`src/rtl/bn_pkg.sv`:
```
package bn_pkg;

    // Interval codes, in the order they occur after the carrier valley
    typedef enum logic [2:0] {
        IV_ST    = 3'd0,
        IV_A     = 3'd1,
        IV_BOOST = 3'd2,
        IV_B     = 3'd3,
        IV_OFF   = 3'd4
    } ivl_e;

endpackage

```
`src/rtl/bn_interval_calc.sv`:
```
module bn_interval_calc #(
    parameter int PERIOD = 200,
    parameter int FRAC_W = 8,
    parameter int PH_W   = 8,
    parameter int VD_W   = 12
) (
    input  logic [FRAC_W-1:0]      st_frac_i,
    input  logic [FRAC_W-1:0]      ext_frac_i,
    input  logic [FRAC_W:0]        bal_frac_i,
    input  logic signed [VD_W-1:0] cdiff_i,
    output logic [PH_W:0]          b_st_o,
    output logic [PH_W:0]          b_a_o,
    output logic [PH_W:0]          b_boost_o,
    output logic [PH_W:0]          b_b_o
);
    localparam int FW1 = FRAC_W + 1;
    localparam int PW  = FRAC_W + PH_W + 2;
    localparam logic [FW1-1:0] ONE      = FW1'(1) << FRAC_W;
    localparam logic [FW1-1:0] HALF_ONE = ONE >> 1;
    localparam logic [PW-1:0]  T_EXT    = PW'(PERIOD);

    logic [FW1-1:0] st_c, ext_w, ext_c, ext_hi, bal_c;
    logic [PW-1:0]  n_st, n_ext, n_single, n_half, n_delta, n_a, n_b;
    logic [PW-1:0]  e_a, e_boost, e_b;

    always_comb begin
        // clamp the fractions to their legal ranges
        st_c   = ({1'b0, st_frac_i} > HALF_ONE) ? HALF_ONE : {1'b0, st_frac_i};
        ext_hi = ONE - st_c;
        ext_w  = {1'b0, ext_frac_i};
        if (ext_w < st_c) begin
            ext_c = st_c;
        end else if (ext_w > ext_hi) begin
            ext_c = ext_hi;
        end else begin
            ext_c = ext_w;
        end
        bal_c = (bal_frac_i > ONE) ? ONE : bal_frac_i;

        // tick counts, truncated; leftovers fall to the off interval
        n_st     = (PW'(st_c) * T_EXT) >> FRAC_W;
        n_ext    = (PW'(ext_c) * T_EXT) >> FRAC_W;
        n_single = n_ext - n_st;
        n_half   = n_single >> 1;
        n_delta  = (PW'(bal_c) * n_half) >> FRAC_W;

        if (cdiff_i > 0) begin
            n_a = n_half + n_delta;
            n_b = n_half - n_delta;
        end else if (cdiff_i < 0) begin
            n_a = n_half - n_delta;
            n_b = n_half + n_delta;
        end else begin
            n_a = n_half;
            n_b = n_half;
        end

        e_a     = n_st + n_a;
        e_boost = e_a + n_st;
        e_b     = e_boost + n_b;

        b_st_o    = (PH_W+1)'(n_st);
        b_a_o     = (PH_W+1)'(e_a);
        b_boost_o = (PH_W+1)'(e_boost);
        b_b_o     = (PH_W+1)'(e_b);
    end

endmodule

```
`src/rtl/bn_carrier.sv`:
```
module bn_carrier #(
    parameter int PERIOD = 200,
    parameter int PH_W   = 8
) (
    input  logic            clk,
    input  logic            rst_n,
    input  logic            sync_i,
    output logic [PH_W-1:0] ph_o,
    output logic [PH_W-1:0] ph_next_o,
    output logic            valley_o
);
    localparam logic [PH_W-1:0] LAST_PH = PH_W'(PERIOD - 1);
    // a quarter period before the valley of this carrier
    localparam logic [PH_W-1:0] SYNC_PH = PH_W'(PERIOD - PERIOD / 4);

    typedef struct packed {
        logic [PH_W-1:0] ph;
    } car_t;

    car_t car_q, car_d;

    always_comb begin
        car_d    = car_q;
        valley_o = 1'b0;
        if (sync_i) begin
            car_d.ph = SYNC_PH;
        end else if (car_q.ph == LAST_PH) begin
            car_d.ph = '0;
            valley_o = 1'b1;
        end else begin
            car_d.ph = car_q.ph + 1'b1;
        end
    end

    always_ff @(posedge clk) begin
        if (!rst_n) begin
            car_q <= '0;
        end else begin
            car_q <= car_d;
        end
    end

    assign ph_o      = car_q.ph;
    assign ph_next_o = car_d.ph;

endmodule

```
`src/rtl/boostnet_gate_pwm.sv`:
```
module boostnet_gate_pwm
    import bn_pkg::*;
#(
    parameter int PERIOD = 200,
    parameter int FRAC_W = 8,
    parameter int VD_W   = 12
) (
    input  logic                   clk,
    input  logic                   rst_n,
    input  logic                   sync_i,
    input  logic                   st_req_i,
    input  logic [FRAC_W-1:0]      st_frac_i,
    input  logic [FRAC_W-1:0]      ext_frac_i,
    input  logic [FRAC_W:0]        bal_frac_i,
    input  logic signed [VD_W-1:0] cdiff_i,
    output logic                   gate_a_o,
    output logic                   gate_b_o,
    output logic [2:0]             ivl_o,
    output logic                   st_err_o
);
    localparam int PH_W = $clog2(PERIOD);

    typedef struct packed {
        logic [PH_W:0] b_st;
        logic [PH_W:0] b_a;
        logic [PH_W:0] b_boost;
        logic [PH_W:0] b_b;
        ivl_e          ivl;
        logic          err;
    } ctl_t;

    localparam ctl_t CTL_RST = '{b_st: '0, b_a: '0, b_boost: '0, b_b: '0,
                                 ivl: IV_OFF, err: 1'b0};

    ctl_t ctl_q, ctl_d;

    logic [PH_W-1:0] ph_w, ph_next_w;
    logic            valley_w;
    logic [PH_W:0]   b_st_w, b_a_w, b_boost_w, b_b_w;

    bn_carrier #(.PERIOD(PERIOD), .PH_W(PH_W)) u_carrier (
        .clk      (clk),
        .rst_n    (rst_n),
        .sync_i   (sync_i),
        .ph_o     (ph_w),
        .ph_next_o(ph_next_w),
        .valley_o (valley_w)
    );

    bn_interval_calc #(.PERIOD(PERIOD), .FRAC_W(FRAC_W), .PH_W(PH_W), .VD_W(VD_W)) u_calc (
        .st_frac_i (st_frac_i),
        .ext_frac_i(ext_frac_i),
        .bal_frac_i(bal_frac_i),
        .cdiff_i   (cdiff_i),
        .b_st_o    (b_st_w),
        .b_a_o     (b_a_w),
        .b_boost_o (b_boost_w),
        .b_b_o     (b_b_w)
    );

    // map a phase onto the interval whose end bound it has not reached
    function automatic ivl_e decode(input logic [PH_W-1:0] p, input ctl_t c);
        logic [PH_W:0] pe;
        pe = {1'b0, p};
        if (pe < c.b_st)         return IV_ST;
        else if (pe < c.b_a)     return IV_A;
        else if (pe < c.b_boost) return IV_BOOST;
        else if (pe < c.b_b)     return IV_B;
        else                     return IV_OFF;
    endfunction

    always_comb begin
        ctl_d = ctl_q;
        if (valley_w) begin
            ctl_d.b_st    = b_st_w;
            ctl_d.b_a     = b_a_w;
            ctl_d.b_boost = b_boost_w;
            ctl_d.b_b     = b_b_w;
        end
        ctl_d.ivl = decode(ph_next_w, ctl_d);
        ctl_d.err = ctl_q.err | (st_req_i & ~(gate_a_o & gate_b_o));
    end

    always_ff @(posedge clk) begin
        if (!rst_n) begin
            ctl_q <= CTL_RST;
        end else begin
            ctl_q <= ctl_d;
        end
    end

    assign gate_a_o = ctl_q.ivl inside {IV_ST, IV_A, IV_BOOST};
    assign gate_b_o = ctl_q.ivl inside {IV_ST, IV_BOOST, IV_B};
    assign ivl_o    = ctl_q.ivl;
    assign st_err_o = ctl_q.err;

endmodule

```
`config.mk`:
```
export PLATFORM = sky130hd
export DESIGN_NAME = boostnet_gate_pwm
export DESIGN_NICKNAME = d
export VERILOG_FILES = /design/src/rtl/bn_pkg.sv /design/src/rtl/bn_interval_calc.sv /design/src/rtl/bn_carrier.sv /design/src/rtl/boostnet_gate_pwm.sv
export SDC_FILE = /design/constraint.sdc
export NUM_CORES = 1
export LEC_CHECK = 0
export CAP_MARGIN = 20
export CORE_MARGIN = 2
export CORE_UTILIZATION = 35
export DETAILED_ROUTE_END_ITERATION = 6
export GPL_TIMING_DRIVEN = 0
export SLEW_MARGIN = 15
export SYNTH_ARGS = -nofsm -noshare
export SYNTH_HDL_FRONTEND = slang
export SYNTH_SLANG_ARGS = --single-unit
```
`constraint.sdc`:
```
create_clock -name clk -period 48.4 [get_ports clk]
set_input_delay 7.26 -clock clk [delete_from_list [all_inputs] [get_ports clk]]
set_output_delay 7.26 -clock clk [all_outputs]
set_load 0.005 [all_outputs]
```
==> summary.md <==
| Metric | Value |
|---|---|
| TritonRoute pass-1 iters | 4 |
| Final Wtd Congestion | between 0.8 and 0.9 |
| Ys flop type | dfxtp_1 |
| Final worst-path cycle share | 50.2% |
| Initial Util | approximately 36% |
| Clk sinks | 48 |
| FFs w/ async S/R, synth | 0% |
| Unrepaired setup endpoints after global routing | false |
| Setup Fix Bufs, Post-CTS | 0 |
| Busiest grt layer | met2 |
| Min-Delay Path Class | reg2reg |
| Worst path slowest cell | clkdlybuf4s50_1 |
| Met2 usage | 28.0% |
| Root Buffer | clkbuf_16 |
| Setup_tns | 0 ns |
| CP bufs+invs | 11 |
| Met1 Track Usage GR | a little over a fifth |
| Seq cells post-synth | 48 |
| First-pass GRT wire length | 37200 um |
| Final hold viol count | 0 |
| Final ANT Viol Nets | 0 |
| Die height | 170 um |
| Arr. time, crit path | about 24 ns |
| Total GRT Usage | 15.5% |
| Crit-path max FO | 11 |
| Detailed Route WL | 21700 um |
| Die Area | 28800 sq um |
| Synth area leader | ha_1 |
| Final setup fails | 0 |
| Rel. slew slack | a little over a quarter |
| Row Count | 60 |
| Worst-skew pair later-pin latency | 0.29 ns |
| Die width | 170 um |
| Core Area | roughly 27000 sq um |
| Crit end category | flip-flop |
| Hold-fix buffers, CTS | 0 |
| Top delay family on crit path | adder cells |
| Max-cap violations | 0 |
| Post-Syn Area | 9610 sq um |
| Post-synthesis instance total | 1185 |
| N_diodes | 0 |
| Ys Warns | 0 |
| Syn_area_per_cell | 8.11 sq um |
| Worst Max-Slew Pin Slew | 1.11 ns |
| H-Tree Depth | 2 |
| Post-cts gate resize count | 0 |
| Pre-CTS setup slack | 23.87 ns |
| Count of cell types in the netlist | between 50 and 60 |
| Internal reg-to-reg setup slack | 43.36 ns |
| Synth top area cells | ha_1 23%, fa_1 16%, dfxtp_1 10%, inv_1 6.5%, xnor2_1 5.0% |
| Vias/cell | 4.97 |
| Clock transition at path regs | roughly 0.070 ns |
| Slowest stage delay, CP | roughly 0.55 ns |
| CP required | 48.56 ns |
| Critical path type | in2reg |
| Status | finished clean |
| Final WS setup | 24.10 ns |
| Port buffer count | 45 |
| Iter 0 DRT Violations | 364 |
| Startpoint Class | primary input |
| Top cell type's share of synthesized area | 22.7% |
| Nets | about 1500 |
| Fill count | between 2000 and 3000 |
| I/O pins | 47 |
| Average wire per standard cell | 13.7 um |
| Clock skew | between 0.008 and 0.009 ns |
| Vias in the first global route | about 7800 |
| Most frequent CP cell | ha_1 |
| Initial antenna violation count | 0 |
| Clock tree buffer depth | 2 |
| Total number of vias | ~7900 |
| Final Max Tran Viols | 0 |
| Final HPWL DP | 18500 um |
| Top cells by count, synth | 174 x ha_1, 166 x inv_1, 124 x nand2_1 |
| P&R area growth vs syn | 11.3% |
| Largest net degree at the start of global routing | 17 |
| Share of layout cells above drive strength 1 | 2.66% |
| EDFF count, synth | 0 |
| Remaining DRCs | 0 |
| Fmax | 41.1 MHz |
| Met3 usage | 0.746% |
| Register area share after synthesis | 10.0% |
| Count leader, synth | ha_1 |
| Total global routing overflow | 0 |
| Cts bufs inserted | 5 |
| TritonCTS clock tree | yes |
| Fin crit period | 24.30 ns |
[worst register-to-register path, delay by kind of cell, from the launching register on]
| kind | cells | cell delay [ns] |
|---|---|---|
| simple gates | 6 | 2.30 |
| compound gates | 7 | 1.33 |
| flops | 1 | 0.34 |
| buf+inv | 2 | 0.65 |
| fa+ha+maj | 1 | 0.30 |
[cells by family (layout without fill, tap and decap cells)]
family,count (synthesis),in the layout,synth area share (%)
AND/OR/NAND/NOR,323,323,15.8
flip-flops,48,48,10.0
multiplexers,31,31,3.28
other,2,4,0.0781
adder cells (fa/ha/maj),252,252,38.9
buffers and inverters,207,261,8.20
AO/OA/AOI/OAI,244,244,16.4
XOR/XNOR,78,78,7.39
[layer usage]
metal / up-vias / part of all wire (%)
li1: 4076 / -
met4: 0 / 0.96
met1: 3701 / 49
met2: 74 / 48
met5: - / 0
met3: 11 / 1.7
[per-stage QoR]
step | std cells | hold slack [ns] | instance area (sq um) | utilization [%]
finish | 1582 | 0.449 | 10700 | 39.7
global route | 1582 | 0.469 | 10700 | 39.7
CTS | 1581 | 0.456 | 10700 | 39.7
detailed placement | 1573 | 0.445 | 10500 | 38.9
global placement | 1573 | 0.440 | 10500 | 38.9
floorplan | 1187 | 0.433 | 9620 | -
[final cells by class]
type	count	area [sq um]	area share (%)
buffer	40	161	1.51
clock buffer	5	125	1.17
clock inverter	3	68.8	0.644
inverter	167	627	5.86
multi-input combinational	932	7870	73.6
sequential	48	961	8.99
tap	341	427	3.99
timing repair buffer	46	455	4.26
[flip-flops by register name, summed over array words and instances, names as in the netlist]
| register | flops |
|---|---|
| u_carrier.ph_o | 8 |
| ctl_q | 36 |
| ivl_o | 3 |
| st_err_o | 1 |
[final timing paths]
check | start | to | depth (start not counted)
worst max-delay path | st_frac_i[7] | ivl_o[0] | 72
worst min-delay path | st_err_o | st_err_o | 2
worst max register to register | u_carrier.ph_o[3] | ivl_o[2] | 16
worst min register to register | st_err_o | st_err_o | 2
[cells in the final DEF (no fill, tap or decap), types with 45 or more instances in the layout]
master           instances
clkdlybuf4s50_1         45
dfxtp_1                 48
nand2_1                124
inv_1                  166
xnor2_1                 55
nor2_1                  69
ha_1                   174
a21oi_1                 92
fa_1                    78
Power is left out: the tool's default activity adds up to more than one toggle a clock period on the data nets, which glitch-free logic cannot reach.
